`src/rtl/fpt_pkg.sv`:
```
package fpt_pkg;
  localparam int CSR_AW = 3;

  localparam logic [CSR_AW-1:0] ADDR_STATUS = 3'd0;
  localparam logic [CSR_AW-1:0] ADDR_PC     = 3'd1;
  localparam logic [CSR_AW-1:0] ADDR_SRC    = 3'd2;
  localparam logic [CSR_AW-1:0] ADDR_CYC_LO = 3'd3;
  localparam logic [CSR_AW-1:0] ADDR_CYC_HI = 3'd4;

  typedef enum logic [1:0] {
    KIND_NONE = 2'b00,
    KIND_INF  = 2'b01,
    KIND_NAN  = 2'b10
  } fp_kind_e;
endpackage

```
`src/rtl/fpt_lane_classify.sv`:
```
module fpt_lane_classify #(
  parameter int EXP_W  = 8,
  parameter int MANT_W = 23,
  localparam int DATA_W = 1 + EXP_W + MANT_W
) (
  input  logic              valid,
  input  logic [DATA_W-1:0] data,
  output logic              hit,
  output logic [1:0]        kind
);
  import fpt_pkg::*;

  logic [EXP_W-1:0]  exp_f;
  logic [MANT_W-1:0] mant_f;
  logic              exp_max;

  assign exp_f   = data[DATA_W-2 -: EXP_W];
  assign mant_f  = data[MANT_W-1:0];
  assign exp_max = &exp_f;

  always_comb begin
    kind = KIND_NONE;
    if (valid && exp_max) begin
      kind = (|mant_f) ? KIND_NAN : KIND_INF;
    end
  end

  assign hit = (kind != KIND_NONE);
endmodule

```
`src/rtl/fpt_cycle_ctr.sv`:
```
module fpt_cycle_ctr #(
  parameter int CNT_W = 48
) (
  input  logic             clk,
  input  logic             rst,
  output logic [CNT_W-1:0] count
);
  always_ff @(posedge clk) begin
    if (rst) count <= '0;
    else     count <= count + CNT_W'(1);
  end

  AST_CNT_STEP: assert property (@(posedge clk) disable iff (rst)
    !$past(rst) |-> count == CNT_W'($past(count) + CNT_W'(1)));
endmodule

```
`src/rtl/fpt_capture.sv`:
```
module fpt_capture #(
  parameter int LANES = 2,
  parameter int PC_W  = 32,
  parameter int REG_W = 5,
  parameter int CNT_W = 48,
  localparam int LANE_W = (LANES > 1) ? $clog2(LANES) : 1
) (
  input  logic                        clk,
  input  logic                        rst,
  input  logic [LANES-1:0]            hit,
  input  logic [LANES-1:0][1:0]       kind,
  input  logic [LANES-1:0][PC_W-1:0]  pc,
  input  logic [LANES-1:0][REG_W-1:0] src,
  input  logic [CNT_W-1:0]            cycle,
  input  logic                        clr,
  output logic                        sticky,
  output logic [PC_W-1:0]             cap_pc,
  output logic [REG_W-1:0]            cap_src,
  output logic [CNT_W-1:0]            cap_cyc,
  output logic [1:0]                  cap_kind,
  output logic [LANE_W-1:0]           cap_lane
);
  logic              sel_hit;
  logic [LANE_W-1:0] sel_idx;
  logic              take;

  // Lowest lane index wins: scan downward so the last assignment is lane 0.
  always_comb begin
    sel_hit = 1'b0;
    sel_idx = '0;
    for (int i = LANES - 1; i >= 0; i--) begin
      if (hit[i]) begin
        sel_hit = 1'b1;
        sel_idx = LANE_W'(i);
      end
    end
  end

  assign take = sel_hit && !sticky;

  always_ff @(posedge clk) begin
    if (rst) begin
      sticky   <= 1'b0;
      cap_pc   <= '0;
      cap_src  <= '0;
      cap_cyc  <= '0;
      cap_kind <= '0;
      cap_lane <= '0;
    end else if (take) begin
      sticky   <= 1'b1;
      cap_pc   <= pc[sel_idx];
      cap_src  <= src[sel_idx];
      cap_cyc  <= cycle;
      cap_kind <= kind[sel_idx];
      cap_lane <= sel_idx;
    end else if (clr) begin
      sticky   <= 1'b0;
    end
  end

  AST_FIRST_SETS: assert property (@(posedge clk) disable iff (rst)
    (!sticky && (|hit)) |=> sticky);
  AST_LANE_A_WINS: assert property (@(posedge clk) disable iff (rst)
    (!sticky && hit[0]) |=> (cap_lane == '0));
  AST_HOLD_SNAPSHOT: assert property (@(posedge clk) disable iff (rst)
    sticky |=> ($stable(cap_pc) && $stable(cap_cyc) && $stable(cap_src) && $stable(cap_kind)));
  AST_STAY_SET: assert property (@(posedge clk) disable iff (rst)
    (sticky && !clr) |=> sticky);
  AST_CLR_REARM: assert property (@(posedge clk) disable iff (rst)
    (sticky && clr) |=> !sticky);
endmodule

```
`src/rtl/fpt_csr.sv`:
```
module fpt_csr #(
  parameter int PC_W   = 32,
  parameter int REG_W  = 5,
  parameter int CNT_W  = 48,
  parameter int LANE_W = 1
) (
  input  logic [fpt_pkg::CSR_AW-1:0] addr,
  input  logic                       wr,
  input  logic [31:0]                wdata,
  input  logic                       sticky,
  input  logic [PC_W-1:0]            cap_pc,
  input  logic [REG_W-1:0]           cap_src,
  input  logic [CNT_W-1:0]           cap_cyc,
  input  logic [1:0]                 cap_kind,
  input  logic [LANE_W-1:0]          cap_lane,
  output logic [31:0]                rdata,
  output logic                       clr
);
  import fpt_pkg::*;

  logic [63:0] cyc64;
  logic [31:0] status;

  assign cyc64  = 64'(cap_cyc);
  assign status = {27'd0, cap_lane[0], cap_kind, sticky};
  assign clr    = wr && (addr == ADDR_STATUS) && wdata[0];

  always_comb begin
    unique case (addr)
      ADDR_STATUS: rdata = status;
      ADDR_PC:     rdata = 32'(cap_pc);
      ADDR_SRC:    rdata = 32'(cap_src);
      ADDR_CYC_LO: rdata = cyc64[31:0];
      ADDR_CYC_HI: rdata = cyc64[63:32];
      default:     rdata = 32'd0;
    endcase
  end
endmodule

```
`src/rtl/fp_special_trap.sv`:
```
module fp_special_trap #(
  parameter int PC_W   = 32,
  parameter int REG_W  = 5,
  parameter int CNT_W  = 48,
  parameter int EXP_W  = 8,
  parameter int MANT_W = 23,
  localparam int DATA_W = 1 + EXP_W + MANT_W,
  localparam int LANES  = 2,
  localparam int LANE_W = 1
) (
  input  logic                       clk,
  input  logic                       rst,
  input  logic                       a_valid,
  input  logic [DATA_W-1:0]          a_data,
  input  logic [PC_W-1:0]            a_pc,
  input  logic [REG_W-1:0]           a_src,
  input  logic                       b_valid,
  input  logic [DATA_W-1:0]          b_data,
  input  logic [PC_W-1:0]            b_pc,
  input  logic [REG_W-1:0]           b_src,
  input  logic [fpt_pkg::CSR_AW-1:0] csr_addr,
  input  logic                       csr_wr,
  input  logic [31:0]                csr_wdata,
  output logic [31:0]                csr_rdata,
  output logic                       trap_flag
);
  logic [LANES-1:0]              l_valid;
  logic [LANES-1:0][DATA_W-1:0]  l_data;
  logic [LANES-1:0][PC_W-1:0]    l_pc;
  logic [LANES-1:0][REG_W-1:0]   l_src;
  logic [LANES-1:0]              l_hit;
  logic [LANES-1:0][1:0]         l_kind;

  logic [CNT_W-1:0]  cycle;
  logic              clr;
  logic [PC_W-1:0]   cap_pc;
  logic [REG_W-1:0]  cap_src;
  logic [CNT_W-1:0]  cap_cyc;
  logic [1:0]        cap_kind;
  logic [LANE_W-1:0] cap_lane;

  assign l_valid = {b_valid, a_valid};
  assign l_data  = {b_data, a_data};
  assign l_pc    = {b_pc, a_pc};
  assign l_src   = {b_src, a_src};

  for (genvar g = 0; g < LANES; g++) begin : g_lane
    fpt_lane_classify #(.EXP_W(EXP_W), .MANT_W(MANT_W)) u_cls (
      .valid (l_valid[g]),
      .data  (l_data[g]),
      .hit   (l_hit[g]),
      .kind  (l_kind[g])
    );
  end

  fpt_cycle_ctr #(.CNT_W(CNT_W)) u_ctr (
    .clk   (clk),
    .rst   (rst),
    .count (cycle)
  );

  fpt_capture #(.LANES(LANES), .PC_W(PC_W), .REG_W(REG_W), .CNT_W(CNT_W)) u_cap (
    .clk      (clk),
    .rst      (rst),
    .hit      (l_hit),
    .kind     (l_kind),
    .pc       (l_pc),
    .src      (l_src),
    .cycle    (cycle),
    .clr      (clr),
    .sticky   (trap_flag),
    .cap_pc   (cap_pc),
    .cap_src  (cap_src),
    .cap_cyc  (cap_cyc),
    .cap_kind (cap_kind),
    .cap_lane (cap_lane)
  );

  fpt_csr #(.PC_W(PC_W), .REG_W(REG_W), .CNT_W(CNT_W), .LANE_W(LANE_W)) u_csr (
    .addr     (csr_addr),
    .wr       (csr_wr),
    .wdata    (csr_wdata),
    .sticky   (trap_flag),
    .cap_pc   (cap_pc),
    .cap_src  (cap_src),
    .cap_cyc  (cap_cyc),
    .cap_kind (cap_kind),
    .cap_lane (cap_lane),
    .rdata    (csr_rdata),
    .clr      (clr)
  );

  AST_INVALID_QUIET: assert property (@(posedge clk) disable iff (rst)
    (!a_valid && !b_valid) |=> ($past(trap_flag) || !trap_flag));
  AST_FLAG_HAS_KIND: assert property (@(posedge clk) disable iff (rst)
    trap_flag |-> (cap_kind != 2'b00));
  AST_RISE_NEEDS_HIT: assert property (@(posedge clk) disable iff (rst)
    $rose(trap_flag) |-> $past(|l_hit));
endmodule

```
`config.mk`:
```
export PLATFORM = sky130hd
export DESIGN_NAME = fp_special_trap
export DESIGN_NICKNAME = d
export VERILOG_FILES = /design/src/rtl/fpt_pkg.sv /design/src/rtl/fpt_lane_classify.sv /design/src/rtl/fpt_cycle_ctr.sv /design/src/rtl/fpt_capture.sv /design/src/rtl/fpt_csr.sv /design/src/rtl/fp_special_trap.sv
export SDC_FILE = /design/constraint.sdc
export NUM_CORES = 1
export LEC_CHECK = 0
export ABC_AREA = 1
export CORE_UTILIZATION = 30
export DETAILED_ROUTE_END_ITERATION = 7
export PLACE_DENSITY = 0.6
export SLEW_MARGIN = 0
export SYNTH_ARGS = -nofsm -noshare
export SYNTH_HDL_FRONTEND = slang
export SYNTH_SLANG_ARGS = --single-unit
```
`constraint.sdc`:
```
create_clock -name clk -period 1.5 [get_ports clk]
set_input_delay 0.225 -clock clk [delete_from_list [all_inputs] [get_ports clk]]
set_output_delay 0.225 -clock clk [all_outputs]
set_load 0.05 [all_outputs]
```
# Word-level counts from Yosys, hierarchy flattened
# Cells that the tools add are included.
[word_totals] regBits=137 input_bits=178 wordCells=43 out_inout_bits=33
[classes] eq_ne=4 mux=16 order_cmp=1 reduce_logical=14 n_addsub=1
[op_table] op="one-hot mux 32 bit (5 select lines)" count=1
[op_table] op="2-to-1 mux 32 bit" count=2
[op_table] op="adder 48 x 1 -> 48 bit, second input constant" count=1
[op_table] op="OR reduction 23 bit" count=2
[op_table] op="AND reduction 8 bit" count=2
[op_table] op="2-to-1 mux 2 bit" count=6
[op_table] op="2-to-1 mux 5 bit" count=2
[op_table] op="equality test 3 x 2 -> 1 bit, second input constant" count=2
[op_table] op="nonzero test 2 bit" count=3
[op_table] op="logical AND 1 bit" count=5
[op_table] op="2-to-1 mux 1 bit" count=5
[op_table] op="equality test 3 x 1 -> 1 bit, second input constant" count=1
[op_table] op="equality test 3 bit, second input constant" count=1
[op_table] op="logical NOT 3 bit" count=1
[op_table] op="< comparator 1 x 2 -> 1 bit, second input constant" count=1
[op_table] op="logical NOT 1 bit" count=1

# Depth between registers and ports, before layout
# Gate-level depths: netlist of run 1.
[depth] word_depth=8 depth_mapped=10 depth_no_buf=10

# By module
# From an unflattened synthesis of run 1, not the netlist that was laid out.
[hier_totals] cells_unflattened=1368 hier_area_um2=7892.6
[by_module_without_submodules] module="fpt_capture" area_per_inst_um2=4229.1 instances=1 cells_each=728 seq_area_each_um2=1781.7
[by_module_without_submodules] module="fpt_cycle_ctr" area_per_inst_um2=2637.5 instances=1 cells_each=414 seq_area_each_um2=960.9
[by_module_without_submodules] module="fpt_csr" area_per_inst_um2=723.2 instances=1 cells_each=162 seq_area_each_um2=0.0
[by_module_without_submodules] module="fpt_lane_classify" area_per_inst_um2=151.4 instances=2 cells_each=32 seq_area_each_um2=0.0

# Worst setup path after synthesis of run 1
# No wires, ideal clock.
[synth_path] path_type="input -> output" from="input port csr_addr[2] (netlist bit)" to="output port csr_rdata[16]" path_buffers=1 arrival_time_ps=1702 cell_stages=4 setup_slack_ps=-427 path_cell_list="inv_2 > nand3_1 > clkbuf_1 > o21ai_0"
[synth_between] elab_chain_cells=2 elab_cells_between_ends=6
[synth_lines] item="start, declared" line_no="fp_special_trap.sv:21" rtl="input logic [fpt_pkg::CSR_AW-1:0] csr_addr,"
[synth_lines] item="equality test 3 bit (tied with other cells)" line_no="fpt_csr.sv:29" rtl="unique case (addr)"
[synth_lines] item="one-hot mux 32 bit (5 select lines) *" line_no="fpt_csr.sv:29"
[synth_lines] item="end, declared" line_no="fp_special_trap.sv:24" rtl="output logic [31:0] csr_rdata,"
# Every way passes the cells marked *; elsewhere a longest branch is shown, timed or not.

# Worst setup path in the final report of run 1
[layout_path] from="register u_cap.sticky" to="output port csr_rdata[0]"
[layout_between] elab_chain_cells=1
[layout_lines] item="start, declared" line_no="fpt_capture.sv:16" rtl="output logic sticky,"
[layout_lines] item="start signal, assigned" line_no="fpt_capture.sv:43" rtl="sticky <= 1'b0;"
[layout_lines] item="start signal, assigned" line_no="fpt_capture.sv:50" rtl="sticky <= 1'b1;"
[layout_lines] item="start signal, assigned" line_no="fpt_capture.sv:57" rtl="sticky <= 1'b0;"
[layout_lines] item="one-hot mux 32 bit (5 select lines)" line_no="fpt_csr.sv:29"
# Every way passes these cells.

==> flow_metrics.env, run 1 <==
export IMPL_p_leak_uw=0.00494
export IMPL_worst_ep_arrival_time_ns=1.36
export IMPL_io_pins=211
export IMPL_fin_worst_skew_ns=0.00766
export IMPL_yosysWarningCount=0
export IMPL_grt_antenna_before_repair=1
export IMPL_detailedPlace_worstSlack_ns=-0.478
export IMPL_clock_root_buffer="sky130_fd_sc_hd__clkbuf_16"
export IMPL_dp_cells=1657
export IMPL_postSynthRegisterBits=137
export IMPL_post_dp_hpwl_um=17900
export IMPL_power_density_nw_per_um2=718
export IMPL_post_drt_via_cell_ratio=4.64
export IMPL_crit_path_max_incr_delay_ns=0.35
export IMPL_clk_insertion_delay_late_ns=0.43
export IMPL_gr_usage_all_layers=0.198
export IMPL_crit_family="flip-flops"
export IMPL_die_area_um2=24900
export IMPL_startpoint="u_cap.sticky$_SDFFE_PP0P_"
export IMPL_final_hold_viol_count=0
export IMPL_hold_path_class="in -> reg"
export IMPL_postSynthAreaPerCell_um2=6.41
export IMPL_stdcell_count=1731
export IMPL_hold_start="rst"
export IMPL_post_synth_instance_area_um2=7280
export IMPL_route_detailed_wl_per_inst_um=15.2
export IMPL_grt_first_pass_wirelength_um=38300
export IMPL_end_kind="primary output"
export IMPL_die_height_um=158
export IMPL_critPathMaxFanout=3
export IMPL_cpMaxStageDelayCell="sky130_fd_sc_hd__dfxtp_4"
export IMPL_route_vias_total=8034
export IMPL_slew_violations=0
export IMPL_total_buffers_and_inverters_traversed_by_the_critical_path=2
export IMPL_timing_final_crit_share=1.06
export IMPL_clock_tree_buf_depth=2
export IMPL_rsz0062_at_grt="true"
export IMPL_cts_max_level=4
export IMPL_yosysSeqAreaShare=0.377
export IMPL_detailedRoute_firstIterationViolations=491
export IMPL_finalCriticalPeriod_ns=1.59
export IMPL_detail_route_first_pass_iterations=5
export IMPL_die_x_um=158
export IMPL_run_status="finished, violations left"
export IMPL_drive_above_1_share=0.264
export IMPL_regArea_um2=2800
export IMPL_grt_start_max_net_pins=41
export IMPL_r2r_start="u_ctr.count[0]$_SDFF_PP0_"
export IMPL_most_frequent_cells_in_the_layout="284 x sky130_fd_sc_hd__nand2_1, 188 x sky130_fd_sc_hd__nor2_1, 131 x sky130_fd_sc_hd__clkdlybuf4s50_1"
export IMPL_nFillCells=2237
export IMPL_cts_tree="done"
export IMPL_highest_ir_drop_seen_on_vdd_uv=447
export IMPL_violations="setup timing"
export IMPL_netlist_cell_type_count=39
export IMPL_required_ns=1.27
export IMPL_clk_pin_slew_ns=0.06
export IMPL_worstSetupStartpointType="flop"
export IMPL_synthCells=1135
export IMPL_numPortBuffers=177
export IMPL_global_route_congestion_overflow_total=0
export IMPL_place_congestion=0.887
export IMPL_via_count_of_the_first_global_routing_pass=7492
export IMPL_areaGrowthSynthToFinish_pct=68.4
export IMPL_timing_max_slew_rel_slack=0.717
export IMPL_initial_utilization=0.308
export IMPL_synthesized_nets=1314
export IMPL_final_common_cell="sky130_fd_sc_hd__nand2_1"
export IMPL_tritoncts_num_buffers=17
export IMPL_num_rows=56
export IMPL_multiInputGateArea_um2=4420
export IMPL_setup_violations=17
export IMPL_final_util=0.519
export IMPL_worst_tran_pin_value_ns=0.424
export IMPL_holdWs_ns=0.316
export IMPL_cts_sinks=137
export IMPL_critPathKind="reg -> out"
export IMPL_detail_route_drc_violations=0
export IMPL_detail_route_wirelength_um=26400
export IMPL_achievable_freq_mhz=630
export IMPL_drtAntennaViolNets=0
export IMPL_finish_net_count=1578
export IMPL_fin_ws_ns=-0.0869
export IMPL_timing_critical_path_cells="inv_4 -> o22ai_2 -> a21oi_2 -> nand3_2 -> buf_12"
export IMPL_maxCapViolCount=0
export IMPL_placeableCoreArea_um2=23600
## logic make-up after synthesis
| family | synth area share |
|---|---|
| buf+inv | 0.102 |
| xor+xnor | 0.0120 |
| simple gates | 0.370 |
| fa+ha+maj | 0.00172 |
| flops | 0.377 |
| compound gates | 0.137 |
## worst register-to-register path, delay by kind of cell, from the launching register on
family / cells / cell delay [ns]
adder cells (fa/ha/maj): 1 / 0.15
buffers and inverters: 1 / 0.08
flip-flops: 1 / 0.36
AND/OR/NAND/NOR: 8 / 0.77
## metal layers
| metal | global-route usage | vias up | routed length (µm) |
|---|---|---|---|
| li1 | - | 4125 | - |
| met3 | 0.0419 | 30 | 1430 |
| met5 | 0 | - | 0 |
| met2 | 0.331 | 207 | 12600 |
| met1 | 0.255 | 3672 | 11900 |
| met4 | 0.0541 | 0 | 422 |
## repair_timing
action	in CTS	in global routing
buffers inserted	9	18
endpoints found under the hold margin	0	0
hold buffers	0	0
cloned	3	13
pin swaps	13	50
setup endpoints to repair	59	149
gates resized for setup	86	182
## per-stage QoR
stage | power (µW) | setup TNS (ns) | instance area, µm²
after floorplan | 3960 | -0.808 | 7370
after global placement | 4460 | -42.85 | 10300
after detailed placement | 4460 | -49.30 | 10300
after CTS | 8810 | -1.56 | 11300
after global routing | 9110 | -1.25 | 12300
final | 8800 | -0.553 | 12300
## final timing paths
kind,cells after the start,end,slack [ns]
setup / recovery,5,csr_rdata[0],-0.09
hold / removal,3,u_cap.cap_lane$_SDFFE_PP0P_,0.32
setup reg to reg,10,u_ctr.count[36]$_SDFF_PP0_,0.05
hold reg to reg,1,u_ctr.count[13]$_SDFF_PP0_,0.48
## registers in the layout, indices dropped and copies added, names as in the netlist
| register | count |
|---|---|
| u_cap.cap_cyc | 48 |
| u_cap.cap_kind | 2 |
| u_cap.cap_lane | 1 |
| u_cap.cap_pc | 32 |
| u_cap.cap_src | 5 |
| u_cap.sticky | 1 |
| u_ctr.count | 48 |
## power breakdown
part	switching, µW	total, µW	internal, µW	leakage (µW)
registers	13.9	3660	3650	0.00112
logic	325	844	519	0.00353
clock network	1680	4300	2620	0.000286
total	2020	8800	6780	0.00494
## cell usage after synthesis, drive strengths merged
master | instances | area [µm²]
nand2 | 312 | 1210
a22o | 3 | 26.3
o21bai | 1 | 7.51
o2111ai | 1 | 8.76
o211ai | 11 | 82.6
inv | 127 | 477
nand3 | 66 | 335
xnor2 | 4 | 35.0
a21oi | 73 | 440
nand2b | 1 | 6.26
nand4 | 12 | 75.1
clkinv | 2 | 7.51
o22ai | 3 | 18.8
nand3b | 11 | 86.3
nor2 | 231 | 953
ha | 1 | 12.5
xor2 | 6 | 52.6
buf | 25 | 173
clkbuf | 23 | 86.3
dfxtp | 137 | 2740
nor3b | 1 | 7.51
a41oi | 1 | 8.76
nor3 | 4 | 25.0
o21ai | 76 | 380
o21a | 3 | 22.5
## area by class of cell
type                    count  share of cell area
repair inverters            1             0.00133
diodes                      1            0.000204
well taps                 319              0.0326
repair buffers            291               0.285
clock buffers              17              0.0347
clock inverters            14              0.0143
flip-flops and latches    137               0.228
multi-input cells         822               0.361
inverters                 129              0.0434
No activity file was read; power rests on OpenSTA's default activity.
==> inputs of run 2 (changes only) <==
--- a/config.mk
+++ b/config.mk
@@ -6,9 +6,11 @@
 export NUM_CORES = 1
 export LEC_CHECK = 0
 export ABC_AREA = 1
+export CAP_MARGIN = 20
 export CORE_UTILIZATION = 30
 export DETAILED_ROUTE_END_ITERATION = 7
 export PLACE_DENSITY = 0.6
+export REMOVE_ABC_BUFFERS = 1
 export SLEW_MARGIN = 0
 export SYNTH_ARGS = -nofsm -noshare
 export SYNTH_HDL_FRONTEND = slang
==> flow_metrics.env, run 2 (synthesis results as in run 1) <==
export IMPL_grt_antenna_before_repair=0
export IMPL_timing_max_slew_rel_slack=0.797
export IMPL_drtAntennaViolNets=0
export IMPL_end_kind="primary output"
export IMPL_finalCriticalPeriod_ns=1.61
export IMPL_most_frequent_cells_in_the_layout="270 x sky130_fd_sc_hd__nand2_1, 188 x sky130_fd_sc_hd__nor2_1, 130 x sky130_fd_sc_hd__clkdlybuf4s50_1"
export IMPL_clk_insertion_delay_late_ns=0.43
export IMPL_rsz0062_at_grt="true"
export IMPL_detailedRoute_firstIterationViolations=490
export IMPL_tritoncts_num_buffers=17
export IMPL_drive_above_1_share=0.260
export IMPL_setup_violations=7
export IMPL_detail_route_drc_violations=0
export IMPL_multiInputGateArea_um2=4310
export IMPL_worst_tran_pin_value_ns=0.303
export IMPL_detailedPlace_worstSlack_ns=-0.460
export IMPL_initial_utilization=0.308
export IMPL_final_hold_viol_count=0
export IMPL_fin_worst_skew_ns=0.0117
export IMPL_hold_buffers=0
export IMPL_grt_start_max_net_pins=61
export IMPL_die_x_um=158
export IMPL_cts_tree="done"
export IMPL_hold_path_depth=3
export IMPL_via_count_of_the_first_global_routing_pass=7327
export IMPL_post_drt_via_cell_ratio=4.60
export IMPL_clock_root_buffer="sky130_fd_sc_hd__clkbuf_16"
export IMPL_final_common_cell="sky130_fd_sc_hd__nand2_1"
export IMPL_timing_final_crit_share=1.07
export IMPL_placeableCoreArea_um2=23600
export IMPL_worstSetupStartpointType="flop"
export IMPL_gr_usage_all_layers=0.192
export IMPL_regArea_um2=2780
export IMPL_num_rows=56
export IMPL_dp_cells=1664
export IMPL_final_util=0.519
export IMPL_place_congestion=0.868
export IMPL_numPortBuffers=177
export IMPL_areaGrowthSynthToFinish_pct=68.3
export IMPL_critPathMaxFanout=2
export IMPL_achievable_freq_mhz=623
export IMPL_grt_first_pass_wirelength_um=37000
export IMPL_total_power_uw=9250
export IMPL_r2r_cells=9
export IMPL_power_density_nw_per_um2=755
export IMPL_fin_ws_ns=-0.105
export IMPL_required_ns=1.27
export IMPL_finish_net_count=1579
export IMPL_slew_violations=0
export IMPL_post_dp_hpwl_um=17100
export IMPL_antenna_cells_inserted=0
export IMPL_detail_route_wirelength_um=26300
export IMPL_stdcell_count=1732
export IMPL_route_vias_total=7970
export IMPL_cts_sinks=137
export IMPL_run_status="finished, violations left"
export IMPL_reg_top3="u_cap.cap_cyc (48), u_ctr.count (48), u_cap.cap_pc (32)"
export IMPL_holdWs_ns=0.285
export IMPL_critPathKind="reg -> out"
export IMPL_cts_max_level=4
export IMPL_io_pins=211
export IMPL_highest_ir_drop_seen_on_vdd_uv=774
export IMPL_global_route_congestion_overflow_total=0
export IMPL_p_leak_uw=0.00491
export IMPL_route_detailed_wl_per_inst_um=15.2
export IMPL_worst_ep_arrival_time_ns=1.38
export IMPL_clk_pin_slew_ns=0.06
export IMPL_violations="setup timing"
export IMPL_nFillCells=2280
export IMPL_detail_route_first_pass_iterations=5
export IMPL_hold_path_class="in -> reg"
export IMPL_clock_tree_buf_depth=2
export IMPL_maxCapViolCount=0
export IMPL_die_area_um2=24900
export IMPL_die_height_um=158
[run 2: worst paths after layout]
| kind | start | endpoint | slack, ns |
|---|---|---|---|
| worst max-delay path | u_cap.cap_cyc[3]$_SDFFE_PP0P_ | csr_rdata[3] | -0.11 |
| worst min-delay path | rst | u_ctr.count[16]$_SDFF_PP0_ | 0.29 |
| worst max register to register | u_ctr.count[9]$_SDFF_PP0_ | u_ctr.count[36]$_SDFF_PP0_ | 0.05 |
| worst min register to register | u_cap.cap_lane$_SDFFE_PP0P_ | u_cap.cap_lane$_SDFFE_PP0P_ | 0.46 |
[run 2: report_power, final]
group          switching, µW  internal (µW)  leakage [µW]
registers               12.9           3650       0.00112
clock network           1650           3130      0.000323
logic                    309            495       0.00347
total                   1970           7280       0.00491
[run 2: what timing repair did]
item	4_1_cts	5_1_grt
pin swaps	15	50
resized for setup	95	171
setup endpoints to repair	50	110
gates cloned	4	13
buffers inserted	9	14
endpoints found under the hold margin	0	0
[run 2: area by class of cell]
class / instances / area share
well taps: 319 / 0.0326
flip-flops and latches: 137 / 0.227
repair buffers: 293 / 0.292
multi-input cells: 822 / 0.352
clock inverters: 10 / 0.0153
inverters: 129 / 0.0418
clock buffers: 22 / 0.0395
[run 2: metal layers]
metal  track usage  wire (µm)  vias to the layer above
met5             0          0                        -
met4        0.0472        282                        0
met3        0.0339       1100                       21
met2         0.331      12500                      180
met1         0.246      12400                     3659
li1              -          -                     4110
[run 2: through the flow]
| step | cell area, µm² | TNS (ns) |
|---|---|---|
| CTS | 11400 | -0.783 |
| global placement | 10300 | -40.73 |
| global route | 12200 | -1.14 |
| detailed placement | 10300 | -44.37 |
| floorplan | 7020 | -89.36 |
| finish | 12200 | -0.334 |
[run 2: critical path, stage by stage, from the launching register on]
cell and delay (ns):
sky130_fd_sc_hd__dfxtp_2 0.33, sky130_fd_sc_hd__a22o_1 0.24, sky130_fd_sc_hd__nor2_1 0.10, sky130_fd_sc_hd__o21ai_1 0.09, sky130_fd_sc_hd__clkbuf_16 0.18
